### src/rtl/cam3w_pkg.sv
package cam3w_pkg;

  typedef enum logic [3:0] {
    ST_IDLE, ST_PRE, ST_ACT, ST_LOW, ST_HIGH, ST_POST, ST_SIN, ST_SUS, ST_SOUT
  } seq_st_e;

  localparam logic [1:0] CMD_WR3 = 2'b00;
  localparam logic [1:0] CMD_RD2 = 2'b10;
  localparam int unsigned BITS_PER_PHASE = 9;

  function automatic logic [1:0] phase_total(input logic [1:0] cmd);
    return (cmd == CMD_WR3) ? 2'd3 : 2'd2;
  endfunction

  function automatic logic is_read(input logic [1:0] cmd);
    return cmd == CMD_RD2;
  endfunction

  function automatic logic [7:0] phase_byte(input logic [1:0] cmd, input logic [1:0] ph,
                                            input logic [6:0] id, input logic [7:0] sub,
                                            input logic [7:0] wd);
    case (ph)
      2'd0:    return {id, is_read(cmd)};
      2'd1:    return sub;
      default: return wd;
    endcase
  endfunction

  function automatic int unsigned max4(input int unsigned a, b, c, d);
    int unsigned m;
    m = a;
    if (b > m) m = b;
    if (c > m) m = c;
    if (d > m) m = d;
    return m;
  endfunction

  function automatic int unsigned state_span(input seq_st_e st, input int unsigned half,
                                             input int unsigned pre, input int unsigned pra,
                                             input int unsigned sus);
    case (st)
      ST_PRE, ST_POST: return pre;
      ST_ACT:          return pra;
      ST_LOW, ST_HIGH: return half;
      ST_SIN, ST_SOUT: return sus;
      default:         return 1;
    endcase
  endfunction

endpackage

### src/rtl/cam3w_timer.sv
module cam3w_timer #(
  parameter int W = 4
) (
  input  logic         clk,
  input  logic         rst_n,
  input  logic         clr,
  output logic [W-1:0] cnt
);
  always_ff @(posedge clk or negedge rst_n) begin
    if (!rst_n)   cnt <= '0;
    else if (clr) cnt <= '0;
    else          cnt <= cnt + 1'b1;
  end
endmodule

### src/rtl/cam3w_framer.sv
module cam3w_framer
  import cam3w_pkg::*;
(
  input  logic       clk,
  input  logic       rst_n,
  input  logic       clr,
  input  logic       adv,
  input  logic [1:0] cmd,
  input  logic [6:0] id,
  input  logic [7:0] sub,
  input  logic [7:0] wd,
  output logic       drv_oe,
  output logic       drv_val,
  output logic       ninth,
  output logic       rx_phase,
  output logic       slave_bit,
  output logic       last_bit
);
  logic [1:0] ph;
  logic [3:0] bn;
  logic [7:0] cur_byte;

  always_ff @(posedge clk or negedge rst_n) begin
    if (!rst_n) begin
      ph <= '0;
      bn <= '0;
    end else if (clr) begin
      ph <= '0;
      bn <= '0;
    end else if (adv) begin
      if (bn == 4'(BITS_PER_PHASE - 1)) begin
        bn <= '0;
        ph <= ph + 2'd1;
      end else begin
        bn <= bn + 4'd1;
      end
    end
  end

  assign cur_byte  = phase_byte(cmd, ph, id, sub, wd);
  assign ninth     = (bn == 4'(BITS_PER_PHASE - 1));
  assign rx_phase  = is_read(cmd) && (ph == 2'd1);
  assign slave_bit = rx_phase && !ninth;
  assign last_bit  = ninth && (ph == phase_total(cmd) - 2'd1);
  // master bits driven; slave bits released; ninth: released unless NA bit of a read
  assign drv_oe    = ninth ? rx_phase : !rx_phase;
  assign drv_val   = ninth ? 1'b1 : cur_byte[3'd7 - bn[2:0]];

  AST_BIT_WITHIN_PHASE: assert property (@(posedge clk) disable iff (!rst_n)
    (adv && !ninth) |=> !$stable(bn)) else $error("bit index stalled");
endmodule

### src/rtl/cam3w_seq.sv
module cam3w_seq
  import cam3w_pkg::*;
#(
  parameter int unsigned HALF_CYC = 8,
  parameter int unsigned PRE_CYC  = 2,
  parameter int unsigned PRA_CYC  = 4,
  parameter int unsigned MRG_CYC  = 2,
  parameter int unsigned SUS_CYC  = 3
) (
  input  logic clk,
  input  logic rst_n,
  input  logic start,
  input  logic sleep,
  input  logic last_bit,
  output logic load_stb,
  output logic smp_stb,
  output logic fin,
  output logic busy,
  output logic bus_en_n,
  output logic bus_clk,
  output logic pwr_dn_n,
  output logic use_bit,
  output logic line_oe,
  output logic line_val
);
  localparam int unsigned SPAN_MAX = max4(HALF_CYC, PRE_CYC, PRA_CYC, SUS_CYC);
  localparam int CW = $clog2(SPAN_MAX + 1);

  seq_st_e st, nxt;
  logic [CW-1:0] cnt;
  logic          st_chg;
  logic          end_now;
  int unsigned   span_now;

  cam3w_timer #(.W(CW)) u_tmr (.clk(clk), .rst_n(rst_n), .clr(st_chg), .cnt(cnt));

  assign st_chg   = (nxt != st);
  assign span_now = state_span(st, HALF_CYC, PRE_CYC, PRA_CYC, SUS_CYC);
  assign end_now  = (32'(cnt) + 32'd1 == span_now);

  always_comb begin
    nxt = st;
    case (st)
      ST_IDLE: if (sleep) nxt = ST_SIN; else if (start) nxt = ST_PRE;
      ST_PRE:  if (end_now) nxt = ST_ACT;
      ST_ACT:  if (end_now) nxt = ST_LOW;
      ST_LOW:  if (end_now) nxt = ST_HIGH;
      ST_HIGH: if (end_now) nxt = last_bit ? ST_POST : ST_LOW;
      ST_POST: if (end_now) nxt = ST_IDLE;
      ST_SIN:  if (end_now) nxt = ST_SUS;
      ST_SUS:  if (!sleep)  nxt = ST_SOUT;
      ST_SOUT: if (end_now) nxt = ST_IDLE;
      default: nxt = ST_IDLE;
    endcase
  end

  always_ff @(posedge clk or negedge rst_n) begin
    if (!rst_n) st <= ST_IDLE;
    else        st <= nxt;
  end

  assign load_stb = (st == ST_LOW) && (32'(cnt) + 32'd1 == MRG_CYC);
  assign smp_stb  = (st == ST_HIGH) && end_now;
  assign fin      = (st == ST_POST) && end_now;
  assign busy     = (st != ST_IDLE);
  assign bus_en_n = !(st inside {ST_ACT, ST_LOW, ST_HIGH, ST_SUS});
  assign bus_clk  = !(st inside {ST_LOW, ST_SUS});
  assign pwr_dn_n = !(st inside {ST_SIN, ST_SUS, ST_SOUT});
  assign use_bit  = (st inside {ST_LOW, ST_HIGH});
  assign line_oe  = (st inside {ST_PRE, ST_ACT, ST_POST, ST_SUS});
  assign line_val = (st != ST_SUS);

  AST_PWR_FALL_LINES_IDLE: assert property (@(posedge clk) disable iff (!rst_n)
    $fell(pwr_dn_n) |-> (bus_en_n && bus_clk)) else $error("lines moved with power-down");
  AST_PWR_RISE_AFTER_LINES: assert property (@(posedge clk) disable iff (!rst_n)
    $rose(pwr_dn_n) |-> ($past(bus_en_n) && $past(bus_clk))) else $error("power-up before lines");
endmodule

### src/rtl/cam3w_master.sv
module cam3w_master
  import cam3w_pkg::*;
#(
  parameter int unsigned HALF_CYC = 8,
  parameter int unsigned PRE_CYC  = 2,
  parameter int unsigned PRA_CYC  = 4,
  parameter int unsigned MRG_CYC  = 2,
  parameter int unsigned SUS_CYC  = 3
) (
  input  logic       clk,
  input  logic       rst_n,
  input  logic       req_valid,
  input  logic [1:0] req_cmd,
  input  logic [6:0] req_id,
  input  logic [7:0] req_sub,
  input  logic [7:0] req_wdata,
  input  logic       sleep_req,
  output logic       busy,
  output logic       done,
  output logic [7:0] rdata,
  output logic       bus_en_n,
  output logic       bus_clk,
  output logic       sda_o,
  output logic       sda_oe,
  input  logic       sda_i,
  output logic       pwr_dn_n
);
  logic       accept;
  logic [1:0] cmd_q;
  logic [6:0] id_q;
  logic [7:0] sub_q, wd_q, rsh;
  logic       sda_q, oe_q;
  logic       load_stb, smp_stb, fin, use_bit, line_oe, line_val;
  logic       drv_oe, drv_val, ninth, rx_phase, slave_bit, last_bit;
  logic       din_masked;

  assign accept = req_valid && !busy && !sleep_req;

  cam3w_seq #(
    .HALF_CYC(HALF_CYC), .PRE_CYC(PRE_CYC), .PRA_CYC(PRA_CYC),
    .MRG_CYC(MRG_CYC), .SUS_CYC(SUS_CYC)
  ) u_seq (
    .clk(clk), .rst_n(rst_n), .start(accept), .sleep(sleep_req), .last_bit(last_bit),
    .load_stb(load_stb), .smp_stb(smp_stb), .fin(fin), .busy(busy),
    .bus_en_n(bus_en_n), .bus_clk(bus_clk), .pwr_dn_n(pwr_dn_n),
    .use_bit(use_bit), .line_oe(line_oe), .line_val(line_val)
  );

  cam3w_framer u_frm (
    .clk(clk), .rst_n(rst_n), .clr(accept), .adv(smp_stb),
    .cmd(cmd_q), .id(id_q), .sub(sub_q), .wd(wd_q),
    .drv_oe(drv_oe), .drv_val(drv_val), .ninth(ninth), .rx_phase(rx_phase),
    .slave_bit(slave_bit), .last_bit(last_bit)
  );

  always_ff @(posedge clk or negedge rst_n) begin
    if (!rst_n) begin
      cmd_q <= '0;
      id_q  <= '0;
      sub_q <= '0;
      wd_q  <= '0;
      sda_q <= 1'b1;
      oe_q  <= 1'b1;
    end else if (accept) begin
      cmd_q <= req_cmd;
      id_q  <= req_id;
      sub_q <= req_sub;
      wd_q  <= req_wdata;
      sda_q <= 1'b1;
      oe_q  <= 1'b1;
    end else if (load_stb) begin
      sda_q <= drv_val;
      oe_q  <= drv_oe;
    end
  end

  // input is forced to 0 outside a transaction and on every ninth bit
  assign din_masked = !bus_en_n && !ninth && sda_i;

  always_ff @(posedge clk or negedge rst_n) begin
    if (!rst_n) begin
      rsh  <= '0;
      done <= 1'b0;
    end else begin
      done <= fin;
      if (smp_stb && slave_bit) rsh <= {rsh[6:0], din_masked};
    end
  end

  assign rdata  = rsh;
  assign sda_oe = use_bit ? oe_q  : line_oe;
  assign sda_o  = use_bit ? sda_q : line_val;

  AST_IDLE_LINES: assert property (@(posedge clk) disable iff (!rst_n)
    !busy |-> (bus_en_n && bus_clk && !sda_oe && pwr_dn_n)) else $error("idle levels");
  AST_EN_PRECHARGED: assert property (@(posedge clk) disable iff (!rst_n)
    ($fell(bus_en_n) && pwr_dn_n) |-> ($past(sda_oe) && $past(sda_o))) else $error("no precharge");
  AST_DATA_STILL_CLK_HIGH: assert property (@(posedge clk) disable iff (!rst_n)
    (bus_clk && $past(bus_clk) && !bus_en_n && $past(!bus_en_n)) |-> ($stable(sda_o) && $stable(sda_oe)))
    else $error("data moved while clock high");
  AST_NINTH_RELEASED: assert property (@(posedge clk) disable iff (!rst_n)
    (bus_clk && !bus_en_n && ninth && !rx_phase && use_bit) |-> !sda_oe) else $error("ninth bit driven");
  AST_NA_DRIVEN_HIGH: assert property (@(posedge clk) disable iff (!rst_n)
    (bus_clk && !bus_en_n && ninth && rx_phase && use_bit) |-> (sda_oe && sda_o)) else $error("NA bit");
  AST_DONE_ENDS_BUSY: assert property (@(posedge clk) disable iff (!rst_n)
    done |-> (!busy && $past(busy))) else $error("done outside end");
endmodule

### config.mk
export PLATFORM = sky130hd
export DESIGN_NAME = cam3w_master
export DESIGN_NICKNAME = d
export VERILOG_FILES = /design/src/rtl/cam3w_pkg.sv /design/src/rtl/cam3w_timer.sv /design/src/rtl/cam3w_framer.sv /design/src/rtl/cam3w_seq.sv /design/src/rtl/cam3w_master.sv
export SDC_FILE = /design/constraint.sdc
export NUM_CORES = 1
export LEC_CHECK = 0
export BUFFER_PORTS_ARGS = -buffer_cell sky130_fd_sc_hd__buf_2
export CORE_AREA = 2 2 61 91
export CTS_BUF_LIST = sky130_fd_sc_hd__clkbuf_8
export DETAILED_ROUTE_END_ITERATION = 12
export DIE_AREA = 0 0 63 93
export MAX_ROUTING_LAYER = met4
export PLACE_DENSITY = 0.84
export SYNTH_ARGS = -nofsm -noshare
export SYNTH_HDL_FRONTEND = slang
export SYNTH_SLANG_ARGS = --single-unit
### constraint.sdc
create_clock -name clk -period 3.1 [get_ports clk]
set_input_delay 0.465 -clock clk [delete_from_list [all_inputs] [get_ports clk]]
set_output_delay 0.465 -clock clk [all_outputs]
set_load 0.03 [all_outputs]
==> results.sh <==
export IMPL_fmaxAchievable_mhz=378
export IMPL_switching_power_mw=1.44
export IMPL_wl_per_cell_microns=15.4
export IMPL_synth_top_flop_cell="sky130_fd_sc_hd__dfrtp_1"
export IMPL_clock_tree_htree_level_count=2
export IMPL_route_vias_total=2478
export IMPL_register_bit_count_reported_by_yosys=50
export IMPL_clock_insertion_delay_at_the_later_pin_of_the_skew_report_ns=0.30
export IMPL_ctsLongestPathBuffers=2
export IMPL_crit_type="flip-flop to flip-flop"
export IMPL_gp_congestion=0.943
export IMPL_worst_pin_slew_ns=1.08
export IMPL_largest_net_degree_at_the_start_of_global_routing=51
export IMPL_first_iter_violations=147
export IMPL_fp_dieH_microns=93
export IMPL_clk_root_buffer_cell="sky130_fd_sc_hd__clkbuf_8"
export IMPL_hpwl_microns=5020
export IMPL_number_of_enable_flip_flop_cells_after_synthesis=0
export IMPL_status="complete, no violations"
export IMPL_fin_tns_setup_ns=0
export IMPL_maxSlewViolCount=0
export IMPL_clkSinkCount=50
export IMPL_part_of_the_yosys_area_used_for_sequential_elements_pct=43.2
export IMPL_critical_path_required_ns=3.29
export IMPL_fin_area_sq_um=3290
export IMPL_slew_limit_headroom_pct=28.0
export IMPL_post_synth_cell_area_avg_sq_um=8.91
export IMPL_grt_setup_unrepaired="false"
export IMPL_worst_setup_path_start_kind="flip-flop"
export IMPL_ys_warnings_count=0
export IMPL_worst_setup_path_end_kind="flip-flop"
export IMPL_worst_r2r_setup_slack_ns=0.45
export IMPL_postSynthCellCount=326
export IMPL_power_sequential_fraction_pct=36.1
export IMPL_switching_share_pct=44.6
export IMPL_power_internal_mw=1.79
export IMPL_peakVddDrop_uv=587
export IMPL_timing_max_cap_violations=0
export IMPL_layout_cells_most_common="sky130_fd_sc_hd__nand2_1"
export IMPL_place_port_buffers=44
export IMPL_critical_path_arrival_ns=2.84
export IMPL_floorplan_core_area_sq_um=5080
export IMPL_drtAntennaViolNets=0
export IMPL_p_per_area_nw_per_um2=983
export IMPL_initial_core_utilization_pct=57.1
export IMPL_netlist_area_leader_share_pct=41.4
export IMPL_finalHoldViolCount=0
export IMPL_ff2ff_path_depth=6
export IMPL_power_leakage_nw=1.63
export IMPL_min_period_over_period_pct=85.4
export IMPL_post_cts_resized=0
export IMPL_drc_errors=0
export IMPL_synth_top_area_cell="sky130_fd_sc_hd__dfrtp_1"
export IMPL_insertedDiodeCount=0
export IMPL_synth_lib_cells_used_distinct=61
export IMPL_grt_pass1_vias=2490
export IMPL_clock_power_share_pct=14.5
export IMPL_gr_usage_all_layers_pct=25.5
export IMPL_drt_pass1_iterations=4
export IMPL_die_x_microns=63
export IMPL_site_row_count=32
export IMPL_async_reset_ff_share_pct=100
export IMPL_syn_area_sq_um=2900
export IMPL_clk_pin_slew_ns=0.09
export IMPL_hp_class="input port to async pin"
export IMPL_combinationalPowerShare_pct=49.4
export IMPL_number_of_clock_buffers_inserted_by_tritoncts=5
export IMPL_max_clock_skew_ns=0.00234
export IMPL_route_detailed_vias_per_inst=5.71
export IMPL_critical_path_cell_chain="nor4bb_1, a211oi_1, a311oi_4, o211a_4, nand3_4, mux2_2"
export IMPL_mappedNetlistNets=363
export IMPL_critPathSlowestCell="sky130_fd_sc_hd__dfrtp_1"
export IMPL_setup_viol_count_final=0
export IMPL_cts_hold_buffers_added=0
export IMPL_tritoncts="done"
export IMPL_grt_pass1_wl_microns=11300
export IMPL_layout_cell_share_with_drive_strength_beyond_1_pct=22.4
export IMPL_max_stage_delay_ns=0.79
export IMPL_worst_path_max_fanout=19
export IMPL_pin_count=45
export IMPL_area_growth_syn_to_layout_pct=13.2
export IMPL_overflow=0
export IMPL_fin_nets=402
export IMPL_layout_min_cycle_time_ns=2.65
export IMPL_cts_repair_timing_setup_buffer_count=0
export IMPL_synth_top_cells_by_area="sky130_fd_sc_hd__dfrtp_1 41%, sky130_fd_sc_hd__nand2_1 12%, sky130_fd_sc_hd__mux2_2 3.9%"
export IMPL_commonest_cells_after_routing_fill_and_taps_aside="96 x sky130_fd_sc_hd__nand2_1, 48 x sky130_fd_sc_hd__dfrtp_1, 44 x sky130_fd_sc_hd__buf_2"
export IMPL_placed_area_sq_um=3170
export IMPL_antenna_violations_before_repair=0
export IMPL_wl_microns=6700
export IMPL_floorplan_die_area_sq_um=5860
[per-stage QoR]
step / hold slack (ns) / util [%] / cells / power [mW] / worst slack [ns]
4_1_cts: 0.337 / 64.6 / 434 / 3.23 / 0.469
5_1_grt: 0.341 / 64.6 / 434 / 3.49 / 0.237
3_5_place_dp: 0.464 / 62.4 / 426 / 2.76 / 0.474
6_report: 0.340 / 64.6 / 434 / 3.23 / 0.451
3_3_place_gp: 0.458 / 62.4 / 426 / 2.73 / 0.524
2_1_floorplan: 0.169 / - / 326 / 2.36 / 0.948
[Yosys cell counts (all sizes together) (2+ instances only)]
cell type and number:
o21ai 8, nor3b 2, dfstp 2, nor2b 2, dfrtp 48, mux2 10
clkbuf 10, or2 2, buf 9, nand3 9, o211ai 5, nor4 6
a21oi 7, nor4b 3, a22o 4, and3b 4, inv 13, nand2 96
a31oi 7, nand3b 2, o2111ai 2, and3 4, or3 2, mux2i 2
nor4bb 2, a21o 2, a31o 2, a22oi 5, nor2 18, xnor2 2
nand2b 2, a211oi 6, nor3 3, ha 7
[worst max-delay path, delay by kind of cell (launching register included)]
kind / cells / cell delay, ns
mux: 1 / 0.30
flops: 1 / 0.79
compound gates: 3 / 0.89
simple gates: 2 / 0.54
[registers in the layout (all words and copies together) (netlist names), 4 cells and up]
signal,flops
u_seq.st,4
u_seq.u_tmr.cnt,4
sub_q,8
rdata,8
id_q,7
u_frm.bn,4
wd_q,8
[path summary, 6_finish.rpt]
check | start | to
worst max-delay path | u_seq.st[1]$_DFF_PN0_ | rdata[1]$_DFFE_PN0P_
worst min-delay path | rst_n | done$_DFF_PN0_
worst max register to register | u_seq.st[1]$_DFF_PN0_ | rdata[1]$_DFFE_PN0P_
worst min register to register | wd_q[7]$_DFFE_PN0P_ | wd_q[7]$_DFFE_PN0P_
max in group asynchronous | rst_n | cmd_q[1]$_DFFE_PN0P_
min in group clk | req_wdata[2] | wd_q[2]$_DFFE_PN0P_
[metal layers]
metal	GRT usage [%]	vias up	routed length, microns
li1	-	1214	-
met1	26.9	1179	2680
met2	45.8	67	3590
met3	3.01	18	180
met4	14.6	0	255
met5	-	-	0
[layout make-up]
type                            instances  area (sq um)
Fill cell                             448          1800
Multi-Input combinational cell        244          1510
Sequential cell                        50          1250
Timing Repair Buffer                   51           273
Tap cell                               68          85.1
Clock buffer                            5          68.8
Inverter                               13          48.8
Clock inverter                          3          47.5
[power by group through the flow]
stage / sequential [mW] / clock [mW] / combinational (mW)
floorplan: 1.01 / 0 / 1.35
global placement: 1.16 / 0 / 1.57
detailed placement: 1.17 / 0 / 1.59
CTS: 1.15 / 0.480 / 1.60
global route: 1.21 / 0.512 / 1.77
finish: 1.17 / 0.468 / 1.60
[cell families after synthesis]
kind of cell	after synthesis	synth area share [%]
multiplexers	13	5.34
AO/OA/AOI/OAI	60	15.7
flip-flops	50	43.2
XOR/XNOR	3	1.16
adder cells (fa/ha/maj)	7	3.02
AND/OR/NAND/NOR	161	26.8
buffers and inverters	32	4.83
No activity file was read; power rests on OpenSTA's default activity.
